$ cat config.mk
export PLATFORM = sky130hd
export DESIGN_NAME = xirq_ctrl
export DESIGN_NICKNAME = d
export VERILOG_FILES = /design/src/rtl/xirq_ctrl.sv
export SDC_FILE = /design/constraint.sdc
export NUM_CORES = 1
export LEC_CHECK = 0
export BUFFER_PORTS_ARGS = -buffer_cell sky130_fd_sc_hd__buf_4
export CAP_MARGIN = 20
export CORE_ASPECT_RATIO = 0.9
export CORE_MARGIN = 5
export CORE_UTILIZATION = 35
export CTS_CLUSTER_DIAMETER = 100
export DETAILED_ROUTE_END_ITERATION = 7
export HOLD_SLACK_MARGIN = 0.1
export PLACE_DENSITY_LB_ADDON = 0.3
export SYNTH_ARGS = -nofsm -noshare
export SYNTH_HDL_FRONTEND = slang
export SYNTH_SLANG_ARGS = --single-unit
$ cat constraint.sdc
create_clock -name clk -period 3.5 [get_ports clk]
set_input_delay 0.525 -clock clk [delete_from_list [all_inputs] [get_ports clk]]
set_output_delay 0.525 -clock clk [all_outputs]
set_load 0.01 [all_outputs]
$ cat src/rtl/xirq_ctrl.sv
module xirq_ctrl #(
  parameter int HI_LINES = 8,
  parameter logic [31:0] LO_EDGE_MASK = 32'h007D_FFFF,
  parameter logic [HI_LINES-1:0] HI_EDGE_MASK = 8'h78,
  parameter int SHARE_LO = 5,
  parameter int SHARE_HI = 9,
  localparam int NL = 32 + HI_LINES,
  localparam int NOUT = NL - (SHARE_HI - SHARE_LO)
) (
  input  logic            clk,
  input  logic            rst_n,
  input  logic [NL-1:0]   line_i,
  input  logic            bus_we,
  input  logic [5:0]      bus_addr,
  input  logic [31:0]     bus_wdata,
  output logic [31:0]     bus_rdata,
  output logic [NOUT-1:0] irq_o
);
  localparam logic [NL-1:0] EDGE_MSK = {HI_EDGE_MASK, LO_EDGE_MASK};
  localparam int F_IMR = 0, F_EMR = 1, F_RSE = 2, F_FSE = 3, F_SWT = 4, F_PND = 5;

  logic [NL-1:0] imr, emr, rsel, fsel, swt, pnd;
  logic [NL-1:0] smp, smp_q, pulse;
  logic [NL-1:0] bank, wvec, sw_hit, edge_hit, clr, set_v;
  logic [NL-1:0] rsel40;
  logic [2:0]    fld;
  logic [7:0]    wr_f;

  assign fld  = bus_addr[4:2];
  assign wr_f = {7'b0, bus_we && (bus_addr[1:0] == 2'b00)} << fld;
  assign bank = bus_addr[5] ? {{HI_LINES{1'b1}}, 32'b0} : {{HI_LINES{1'b0}}, {32{1'b1}}};
  assign wvec = bus_addr[5] ? {bus_wdata[HI_LINES-1:0], 32'b0} : {{HI_LINES{1'b0}}, bus_wdata};

  assign sw_hit   = wr_f[F_SWT] ? (wvec & EDGE_MSK & ~swt & imr) : '0;
  assign edge_hit = imr & ((rsel & smp & ~smp_q) | (fsel & ~smp & smp_q));
  assign clr      = wr_f[F_PND] ? (wvec & EDGE_MSK) : '0;
  assign set_v    = sw_hit | edge_hit;

  always_ff @(posedge clk or negedge rst_n) begin
    if (!rst_n) begin
      imr <= '0; emr <= '0; rsel <= '0; fsel <= '0; swt <= '0; pnd <= '0;
      smp <= '0; smp_q <= '0; pulse <= '0;
    end else begin
      smp   <= line_i;
      smp_q <= smp;
      if (wr_f[F_IMR]) imr  <= (imr & ~bank) | wvec;
      if (wr_f[F_EMR]) emr  <= (emr & ~bank) | wvec;
      if (wr_f[F_RSE]) rsel <= (rsel & ~bank) | (wvec & EDGE_MSK);
      if (wr_f[F_FSE]) fsel <= (fsel & ~bank) | (wvec & EDGE_MSK);
      swt   <= wr_f[F_SWT] ? ((swt & ~bank) | (wvec & EDGE_MSK)) : (swt & ~clr);
      pnd   <= (pnd & ~clr) | set_v;
      pulse <= set_v & ~(pnd & ~clr);
    end
  end

  always_comb begin
    case (fld)
      3'd0:    rsel40 = imr;
      3'd1:    rsel40 = emr;
      3'd2:    rsel40 = rsel;
      3'd3:    rsel40 = fsel;
      3'd4:    rsel40 = swt;
      3'd5:    rsel40 = pnd;
      default: rsel40 = '0;
    endcase
    bus_rdata = bus_addr[5] ? 32'(rsel40[NL-1:32]) : rsel40[31:0];
  end

  for (genvar i = 0; i < NOUT; i++) begin : g_out
    if (i < SHARE_LO) begin : g_own
      assign irq_o[i] = pulse[i];
    end else if (i == SHARE_LO) begin : g_shared
      assign irq_o[i] = |pulse[SHARE_HI:SHARE_LO];
    end else begin : g_upper
      assign irq_o[i] = pulse[i + SHARE_HI - SHARE_LO];
    end
  end
endmodule

== After elaboration in Yosys (flattened, before gate mapping) ==
Index checks and enable logic that the tools add are counted.
Word-level totals
  register bits after elaboration: 360
  output and inout port bits: 68
  input port bits: 81
  word-level logic and storage cells: 55
Cells by class
  shift operators: 1
  bitwise gates (word level): 29
  equality and inequality tests: 5
  mux-type cells: 7
  reduce and logical (&&, ||, !) cells: 4
Operators by type and width (number)
  $and A40 B40 Y40: 14
  $pmux W40 S6: 1
  $not A40 Y40: 5
  $or A40 B40 Y40: 5
  $mux W40: 4
  $or A40 B39 Y40: 3
  $and A39 B40 Y40: 1
  $not A39 Y40: 1
  $mux W39: 1
  $mux W32: 1
  $eq A3 B2 Y1 const B: 2
  $eq A3 B3 Y1 const B: 2
  $shl A1 B3 Y6: 1
  $reduce_or A5 Y1: 1
  $eq A3 B1 Y1 const B: 1
  $logic_not A3 Y1: 1
  $logic_not A2 Y1: 1
  $logic_and A1 B1 Y1: 1

== Depth between registers and ports, before layout ==
Gate-level depths: netlist of run 1.
  depth in word-level cells: 8
  mapped depth: 8
  mapped depth without buffers: 4

== Worst setup path after synthesis of run 1 ==
No wires, ideal clock.
  path type: input to output
  start point: in bus_addr[2]
  end point: out bus_rdata[22]
  stages: 6
  setup slack: 1.149 ns
  arrival: 1.826 ns
  required time: 2.975 ns
  cell sequence: buf_2 > buf_2 > buf_2 > buf_2 > a221oi_1 > a211oi_1
Between the ends
  longest elaborated chain between the ends: 3
RTL lines
  start, declared: line 14  | input logic [5:0] bus_addr,
  $eq A3 B3 Y1 (tied with other cells): line 57  | case (fld)
  $pmux W40 S6 (*): line 57
  $mux W32 (*): line 66  | bus_rdata = bus_addr[5] ? 32'(rsel40[NL-1:32]) : rsel40[31:0];
  end, declared: line 16  | output logic [31:0] bus_rdata,
Mark *: on every way between the ends. The rest lies on a longest branch, timed or not.

== Final worst setup path of run 1 ==
  start point: in bus_addr[4]
  end point: out bus_rdata[3]
Same word-level chain as after synthesis.

==> impl_metrics.csv, run 1 <==
group,metric,value,unit
status,run_status,"completed",
yosys,ys_ff_latch,360,
critical_path,timing.critical_path.max_delay_family,"buffers and inverters",
global_route,globalRouteTotalUtil,17.8,%
clocking,worst_skew_pair.late_latency,0.56,ns
clocking,clock_path_buffers,3,
clocking,cts_num_sinks,360,
die,num_io_pins,149,
job,max_cap_viol_count,0,
placed_design,finalWeightedCongestion,0.806,
critical_path,path_max_fanout,34,
sta,grt_setup_unrepaired,"no",
die,floorplan.die.height,210,µm
sta,tightest_slew,0.885,ns
critical_path,crit_path_frequent_cell,"buf_4",
critical_path,critPathCaptureType,"primary output",
placed_design,setup_slack_after_placement,0.606,ns
die,core.rowCount,73,
layout,design.final.nets,1553,
yosys,syn_area,15500,µm²
sta,skew,0.0122,ns
yosys,edff_count_synth,0,
sta,report.final.hold_viol_count,0,
yosys,post_synth_num_cell_types,48,
yosys,synth-main-ff-cell,"dfrtp_1",
routing,drt.antenna.violating_nets,0,
routing,wirelength,43200,µm
global_route,pin_count_of_the_biggest_net_entering_global_routing,100,
sta,setup-tns-final,0,ns
sta,achievable_frequency,0.343,GHz
yosys,postSynthAreaPerCell,11.9,µm²
clocking,htreeDepth,2,
critical_path,critical_path.slowest_cell,"buf_4",
yosys,synth_fp_nets,1377,
layout,layout.cells.most_common,"dfrtp_1",
placed_design,place.port_buffers,148,
placed_design,hpwlAfterDp,28300,µm
routing,vias,10700,
routing,drt-pass1-iter-count,7,
clocking,clk_pin_slew,0.06,ns
power,cellLeakagePower,8.88,nW
global_route,first_global_vias,11100,
power,power_per_cell_area,545,nW/µm²
clocking,tritoncts,"yes",
layout,antennaDiodeCount,0,
die,die-width,232,µm
sta,final_critical_path_setup_slack,0.581,ns
layout,layout_common_cells,"dfrtp_1 (360), nand2_1 (189), buf_4 (180), mux2_2 (156), nor2b_1 (67)",
die,initial_core_util,35.2,%
power,vdd_ir_drop_max,0.333,mV
yosys,ys_warn_count,0,
worst_hold_path,hold_class,"in -> reg",
power,power,10.4,mW
routing,drcViolationCount,0,
die,core-area,43900,µm²
clocking,postCtsSetupRepairBufs,0,
global_route,antenna_found_initial,0,
critical_path,critPathKind,"in -> out",
yosys,async_reset_ff_share,100,%
sta,timing.max_slew.rel_slack,41.0,%
sta,min_period,2.92,ns
global_route,grt.overflow.total,0,
critical_path,arrival,2.39,ns
critical_path,slowest_delay,0.43,ns
sta,timing.final.max_slew_violations,0,
critical_path,crit_required,2.97,ns
global_route,global_route_wire_length_before_repair,67200,µm
sta,final-setup-viol-count,0,
yosys,synth_cells,1296,
layout,ratio_of_cells_with_drive_above_1_in_the_final_layout,29.1,%
critical_path,setup.worst_path.start_class,"input port",
critical_path,worst-path-buf-inv,3,
clocking,num_cts_buffers,41,
layout,core_util_final,43.3,%
routing,detailedRoute.firstIterationViolations,780,
layout,final.fill_count,4079,
routing,via_per_inst,5.07,
layout,area_growth_synth_to_finish,22.8,%
critical_path,timing.critical_path.cells,"buf_4, nor2b_2, buf_4, o2bb2ai_1, a21oi_1, o22ai_1, buf_4",
clocking,clock_tree.root_cell,"clkbuf_16",
die,full_die_area,48500,µm²
routing,routed_wire_length_per_instance,20.6,µm
yosys,seq_area_frac_synth,58.2,%
sta,final_clock_period_utilization_by_the_worst_path,83.4,%
[timing repair]
item,in CTS,in global routing
gates resized for setup,0,0
hold buffers,41,0
hold endpoints to repair,131,0
[power by group]
part	leakage [nW]	switching (mW)	internal (mW)
combinational	3.49	0.552	0.573
clock	0.671	1.73	2.65
sequential	4.72	0.301	4.57
[synthesized netlist by cell type, types with 21 or more instances]
library cell | count | share of area [%]
nor2_1 | 49 | 1.2
nand3b_1 | 25 | 1.2
a21oi_1 | 41 | 1.3
o22ai_1 | 22 | 0.89
mux2_2 | 156 | 11
o21ai_0 | 54 | 1.7
buf_2 | 24 | 0.78
a22oi_1 | 21 | 1.0
dfrtp_1 | 360 | 58
mux2i_1 | 44 | 2.8
clkbuf_1 | 21 | 0.51
buf_4 | 49 | 2.4
nand2_1 | 189 | 4.6
nor2b_1 | 69 | 2.8
a32oi_1 | 27 | 1.5
nand3_1 | 32 | 1.0
[worst reg2reg max path, delay by kind of cell, from the launching register on]
kind | cells | cell delay [ns]
flops | 1 | 0.42
simple gates | 1 | 0.17
compound gates | 3 | 0.49
[stage by stage]
step | cell area [µm²] | instances | hold WS [ns]
floorplan | 15500 | 1296 | 0.229
global placement | 17200 | 1988 | 0.378
detailed placement | 17200 | 1988 | 0.382
CTS | 19000 | 2100 | 0.174
global route | 19000 | 2100 | 0.186
finish | 19000 | 2100 | 0.207
[path summary, 6_finish.rpt]
kind / start / endpoint / slack [ns] / cells after the start
min in group asynchronous: rst_n / pulse[37] / 0.60 / 2
hold reg to reg: smp[4] / smp_q[4] / 0.39 / 0
setup / recovery: bus_addr[4] / bus_rdata[3] / 0.58 / 7
setup reg to reg: smp[12] / pulse[12] / 2.29 / 4
max in group asynchronous: rst_n / async pin / 2.04 / 3
hold / removal: bus_wdata[26] / register / 0.21 / 2
[cell type report]
cell class                 count  area [µm²]  share of cell area [%]
clock inverter                12         189                   0.994
inverter                       5        18.8                  0.0987
timing repair buffer         233        2000                    10.5
sequential                   360        9010                    47.4
tap                          600         751                    3.95
clock buffer                  59        1180                    6.23
multi-input combinational    831        5860                    30.8
[kinds of logic after synthesis]
logic type	after synthesis	share of synthesized area, %
AO/OA/AOI/OAI	215	9.38
buffers and inverters	105	3.98
flip-flops	360	58.2
multiplexers	210	15.6
AND/OR/NAND/NOR	406	12.8
[routing by layer]
layer / part of all wire (%) / GRT usage, % / vias up
met5: 0 / 0 / -
met4: 2.4 / 4.79 / 0
met3: 5.4 / 4.07 / 85
met2: 45 / 27.5 / 256
met1: 47 / 25.5 / 5409
li1: - / - / 4907
Note: power is estimated with default switching activity, not from simulation.
==> inputs of run 2 (changes only) <==
Settings changed: ABC_AREA set to 1.
Clock period 3.5 ns to 2.4 ns, I/O delays scaled along.
==> impl_metrics.csv, run 2 <==
group,metric,value,unit
yosys,post-synth-top-count-cell,"nand2_1",
die,core-area,44500,µm²
yosys,cells_taking_the_most_area_after_synthesis,"dfrtp_1 (57%), nand2_1 (11%), inv_1 (4.7%)",
layout,design.final.nets,2129,
die,initial_core_util,35.6,%
routing,vias,13200,
global_route,first_global_vias,13100,
yosys,synth.top_cells.by_count,"nand2_1 (458), dfrtp_1 (360), inv_1 (199)",
die,floorplan.die.height,212,µm
yosys,post_synth_num_cell_types,22,
sta,grt_setup_unrepaired,"no",
yosys,seq_area_frac_synth,56.9,%
yosys,synth-main-ff-cell,"dfrtp_1",
routing,wirelength,46300,µm
routing,routed_wire_length_per_instance,17.3,µm
yosys,top_cell_type_by_total_area_after_synthesis,"dfrtp_1",
layout,layout.cells.most_common,"nand2_1",
critical_path,crit_required,2.04,ns
routing,via_per_inst,4.91,
sta,tightest_slew,0.608,ns
yosys,edff_count_synth,0,
yosys,synth_cells,1850,
clocking,clock_tree.root_cell,"clkbuf_16",
critical_path,path_max_fanout,3,
critical_path,critical_path.reg2reg.startpoint,"smp[8]",
power,vdd_ir_drop_max,0.490,mV
sta,final-setup-viol-count,0,
power,power_per_cell_area,780,nW/µm²
layout,finalNonFillerCells,2679,
placed_design,hpwlAfterDp,30900,µm
status,run_status,"completed",
die,full_die_area,49600,µm²
clocking,tritoncts,"yes",
clocking,htreeDepth,2,
die,core.rowCount,73,
global_route,pin_count_of_the_biggest_net_entering_global_routing,66,
worst_hold_path,hold_start,"bus_wdata[6]",
routing,detailedRoute.firstIterationViolations,1113,
clocking,clock_path_buffers,3,
sta,achievable_frequency,0.441,GHz
sta,timing.final.max_slew_violations,0,
yosys,synth_fp_nets,1931,
layout,ratio_of_cells_with_drive_above_1_in_the_final_layout,14.2,%
yosys,async_reset_ff_share,100,%
layout,final.fill_count,4320,
routing,drcViolationCount,0,
yosys,ys_ff_latch,360,
die,num_io_pins,149,
placed_design,finalWeightedCongestion,0.820,
yosys,ys_warn_count,0,
layout,layout_common_cells,"nand2_1 (458), dfrtp_1 (360), inv_1 (199), buf_4 (187), nand3_1 (137)",
critical_path,setup.worst_path.start_class,"register",
clocking,worst_skew_pair.late_latency,0.57,ns
layout,area_growth_synth_to_finish,24.5,%
sta,min_period,2.27,ns
sta,skew,0.0271,ns
yosys,synth_top_cell_area_share,56.9,%
clocking,cts_num_sinks,360,
sta,setup-tns-final,0,ns
yosys,postSynthAreaPerCell,8.55,µm²
clocking,number_of_gates_resized_after_cts,0,
placed_design,place.detailed.instances,2533,
layout,multi_input_comb_area,5360,µm²
sta,final_clock_period_utilization_by_the_worst_path,94.6,%
critical_path,critPathKind,"reg -> out",
yosys,syn_area,15800,µm²
die,die-width,234,µm
clocking,num_cts_buffers,41,
routing,drt-pass1-iter-count,6,
worst_hold_path,hold_class,"in -> reg",
routing,drt.antenna.violating_nets,0,
layout,seq_area,9010,µm²
global_route,grt.overflow.total,0,
clocking,postCtsSetupRepairBufs,0,
job,max_cap_viol_count,0,
power,cellLeakagePower,9.88,nW
global_route,antenna_found_initial,0,
sta,final_critical_path_setup_slack,0.130,ns
placed_design,place.port_buffers,148,
critical_path,critPathCaptureType,"primary output",
clocking,clk_pin_slew,0.06,ns
global_route,global_route_wire_length_before_repair,73700,µm
critical_path,arrival,1.91,ns
sta,timing.max_slew.rel_slack,59.5,%
sta,report.final.hold_viol_count,0,
global_route,globalRouteTotalUtil,18.8,%
placed_design,setup_slack_after_placement,0.270,ns
-- run 2: cell count changes after synthesis, moves of 22 or more --
cell | previous run | this run
nand2_1 | 189 | 458
inv_1 | 5 | 199
mux2_2 | 156 | 0
o21ai_1 | 0 | 112
nand3_1 | 32 | 137
o21ai_0 | 54 | 126
nor2b_1 | 69 | 0
nand4_1 | 0 | 66
nor2_1 | 49 | 108
mux2i_1 | 44 | 0
a21oi_1 | 41 | 70
a32oi_1 | 27 | 0
buf_2 | 24 | 50
o22ai_1 | 22 | 0
-- run 2: timing repair --
item	CTS	global route
hold buffers	72	0
endpoints found under the hold margin	137	0
endpoints found under the setup margin	0	0
-- run 2: metal layers --
metal | up-vias | track usage, % | wire (µm)
met5 | - | 0 | 0
met4 | 0 | 4.62 | 987
met3 | 73 | 3.53 | 3120
met2 | 402 | 29.5 | 21000
met1 | 6325 | 27.1 | 21100
li1 | 6352 | - | -
-- run 2: power by group --
group | internal [mW] | switching [mW]
Combinational | 0.745 | 1.05
Sequential | 6.76 | 0.505
Clock | 3.75 | 2.54
-- run 2: worst paths after layout --
check	depth (start not counted)	slack, ns	to
setup / recovery	5	0.13	bus_rdata[15]
hold / removal	3	0.13	register
setup reg to reg	5	1.39	pulse[8]
hold reg to reg	0	0.40	smp_q[36]
max in group asynchronous	3	1.30	async pin
min in group asynchronous	2	0.39	smp_q[9]
-- run 2: area by class of cell --
| class | instances | area share (%) |
|---|---|---|
| Inverter | 209 | 3.98 |
| Multi-Input combinational cell | 1161 | 27.2 |
| Antenna cell | 1 | 0.0127 |
| Tap cell | 600 | 3.81 |
| Clock inverter | 16 | 1.06 |
| Timing Repair Buffer | 275 | 12.4 |
| Clock buffer | 57 | 5.77 |
| Sequential cell | 360 | 45.7 |
-- run 2: cell families after synthesis --
kind of cell	Yosys count	share of synthesized area, %
buffers and inverters	329	9.20
AND/OR/NAND/NOR	853	24.1
AO/OA/AOI/OAI	308	9.74
flip-flops	360	56.9
-- run 2: per-stage QoR --
| stage | hold WS, ns | power [mW] | utilization [%] | cell area, µm² |
|---|---|---|---|---|
| floorplan | 0.0644 | 8.23 | - | 15800 |
| global placement | 0.384 | 9.01 | 39.6 | 17600 |
| detailed placement | 0.383 | 9.07 | 39.6 | 17600 |
| CTS | 0.100 | 15.5 | 44.3 | 19700 |
| global route | 0.121 | 16.1 | 44.3 | 19700 |
| finish | 0.127 | 15.4 | 44.3 | 19700 |
-- run 2: worst max-delay path: stages (launching register included) --
cell	delay (ns)
dfrtp_1	0.37
inv_1	0.10
o21ai_0	0.35
nor2_1	0.08
a21oi_1	0.27
buf_4	0.18
==> inputs of run 3 (changes only) <==
Settings changed: BUFFER_PORTS_ARGS -buffer_cell sky130_fd_sc_hd__buf_4 to unset, DONT_BUFFER_PORTS set to 1, SLEW_MARGIN set to 20.
==> impl_metrics.csv, run 3 (synthesis gave the netlist of run 2 again) <==
group,metric,value,unit
status,run_status,"finished, violations left",
status,failing_checks,"hold timing",
sta,setup-tns-final,0,ns
critical_path,critical_path.reg2reg.startpoint,"smp[2]",
power,vdd_ir_drop_max,0.406,mV
placed_design,place.port_buffers,0,
critical_path,critical_r2r_capture,"pulse[2]",
routing,drt.antenna.violating_nets,0,
critical_path,crit_required,2.04,ns
power,cellLeakagePower,9.10,nW
die,die-width,234,µm
sta,skew,0.0232,ns
clocking,postCtsHoldBufs,73,
clocking,tritoncts,"yes",
critical_path,critPathCaptureType,"primary output",
worst_hold_path,hold_class,"in -> async",
power,power_per_cell_area,824,nW/µm²
global_route,first_global_vias,12700,
critical_path,setup.worst_path.start_class,"register",
clocking,clk_pin_slew,0.06,ns
critical_path,arrival,1.73,ns
sta,achievable_frequency,0.480,GHz
die,full_die_area,49600,µm²
sta,timing.max_slew.rel_slack,10.3,%
critical_path,worst_r2r_path_depth,5,
layout,ratio_of_cells_with_drive_above_1_in_the_final_layout,7.90,%
clocking,cts_num_sinks,360,
critical_path,worst-r2r-setup-slack,1.32,ns
sta,timing.final.max_slew_violations,0,
die,core.rowCount,73,
layout,area_growth_synth_to_finish,16.9,%
sta,min_period,2.09,ns
job,max_cap_viol_count,0,
sta,final-setup-viol-count,0,
clocking,clock_tree.root_cell,"clkbuf_16",
routing,detailedRoute.firstIterationViolations,1078,
clocking,postCtsSetupRepairBufs,0,
sta,min_hold_slack,-0.476,ns
clocking,worst_skew_pair.late_latency,0.58,ns
routing,via_per_inst,5.03,
die,num_io_pins,149,
layout,layout_common_cells,"nand2_1 (458), dfrtp_1 (360), inv_1 (199), nand3_1 (137), o21ai_0 (126)",
sta,final_critical_path_setup_slack,0.315,ns
clocking,htreeDepth,2,
critical_path,critPathKind,"reg -> out",
global_route,global_route_wire_length_before_repair,73300,µm
routing,routed_wire_length_per_instance,18.4,µm
clocking,number_of_gates_resized_after_cts,0,
routing,drt-pass1-iter-count,7,
routing,wirelength,46500,µm
global_route,grt.overflow.total,0,
placed_design,finalWeightedCongestion,0.801,
die,initial_core_util,35.6,%
sta,tightest_slew,1.34,ns
layout,core_util_final,41.6,%
die,core-area,44500,µm²
sta,report.final.hold_viol_count,360,
placed_design,setup_slack_after_placement,0.379,ns
layout,design.final.nets,1973,
global_route,pin_count_of_the_biggest_net_entering_global_routing,361,
clocking,num_cts_buffers,41,
routing,vias,12700,
sta,grt_setup_unrepaired,"no",
power,power,15.2,mW
placed_design,hpwlAfterDp,28900,µm
sta,final_clock_period_utilization_by_the_worst_path,86.9,%
global_route,globalRouteTotalUtil,18.9,%
layout,layout.cells.most_common,"nand2_1",
routing,drcViolationCount,0,
critical_path,path_max_fanout,3,
die,floorplan.die.height,212,µm
global_route,antenna_found_initial,4,
clocking,clock_path_buffers,3,
run 3: changes by cell type in the layout (fill, tap and decap cells not counted), moves of 2 or more:
cell and change:
buf_4 -145, buf_12 -10, clkbuf_1 -9, clkbuf_8 +9, clkinvlp_4 +4, clkinv_2 -2
run 3: power breakdown:
part           internal [mW]  switching [mW]  leakage [nW]
sequential              6.76           0.515          4.43
combinational          0.578           0.809          3.97
clock                   3.92            2.65         0.702
total                   11.3            3.98          9.10
run 3: through the flow:
step           instance area, µm²  cells  hold WS [ns]
5_1_grt                     18500   2525        -0.512
6_report                    18500   2527        -0.476
2_1_floorplan               15800   1850        0.0644
4_1_cts                     18500   2525        -0.513
3_5_place_dp                16300   2376        0.0942
3_3_place_gp                16300   2376         0.100
run 3: critical path, stage by stage, from the launching register on:
cell and delay (ns):
dfrtp_1 0.36, inv_1 0.08, o21ai_0 0.23, nor2_1 0.09, a21oi_1 0.23, buf_4 0.17
run 3: how the worst max path moves through the flow:
stage | start | end | depth (start not counted)
after floorplan | bus_addr[4] | bus_rdata[15] | 10
after global placement | bus_addr[4] | bus_rdata[15] | 9
after detailed placement | bus_addr[4] | bus_rdata[15] | 9
after CTS | register | bus_rdata[15] | 5
after global routing | register | bus_rdata[15] | 5
final | register | bus_rdata[15] | 5
run 3: routing by layer:
metal | wire length [µm] | GRT usage [%] | vias up
li1 | - | - | 6059
met1 | 20700 | 26.9 | 6145
met2 | 20700 | 29.1 | 418
met3 | 3790 | 4.30 | 92
met4 | 1250 | 5.47 | 8
met5 | 48 | 0 | -
run 3: final cells by class:
type / count / area, µm²
clock buffer: 57 / 1230
timing repair buffer: 119 / 1140
fill: 4444 / 26000
inverter: 209 / 785
clock inverter: 19 / 216
antenna: 2 / 5.00
tap: 600 / 751
multi-input combinational: 1161 / 5360
sequential: 360 / 9010
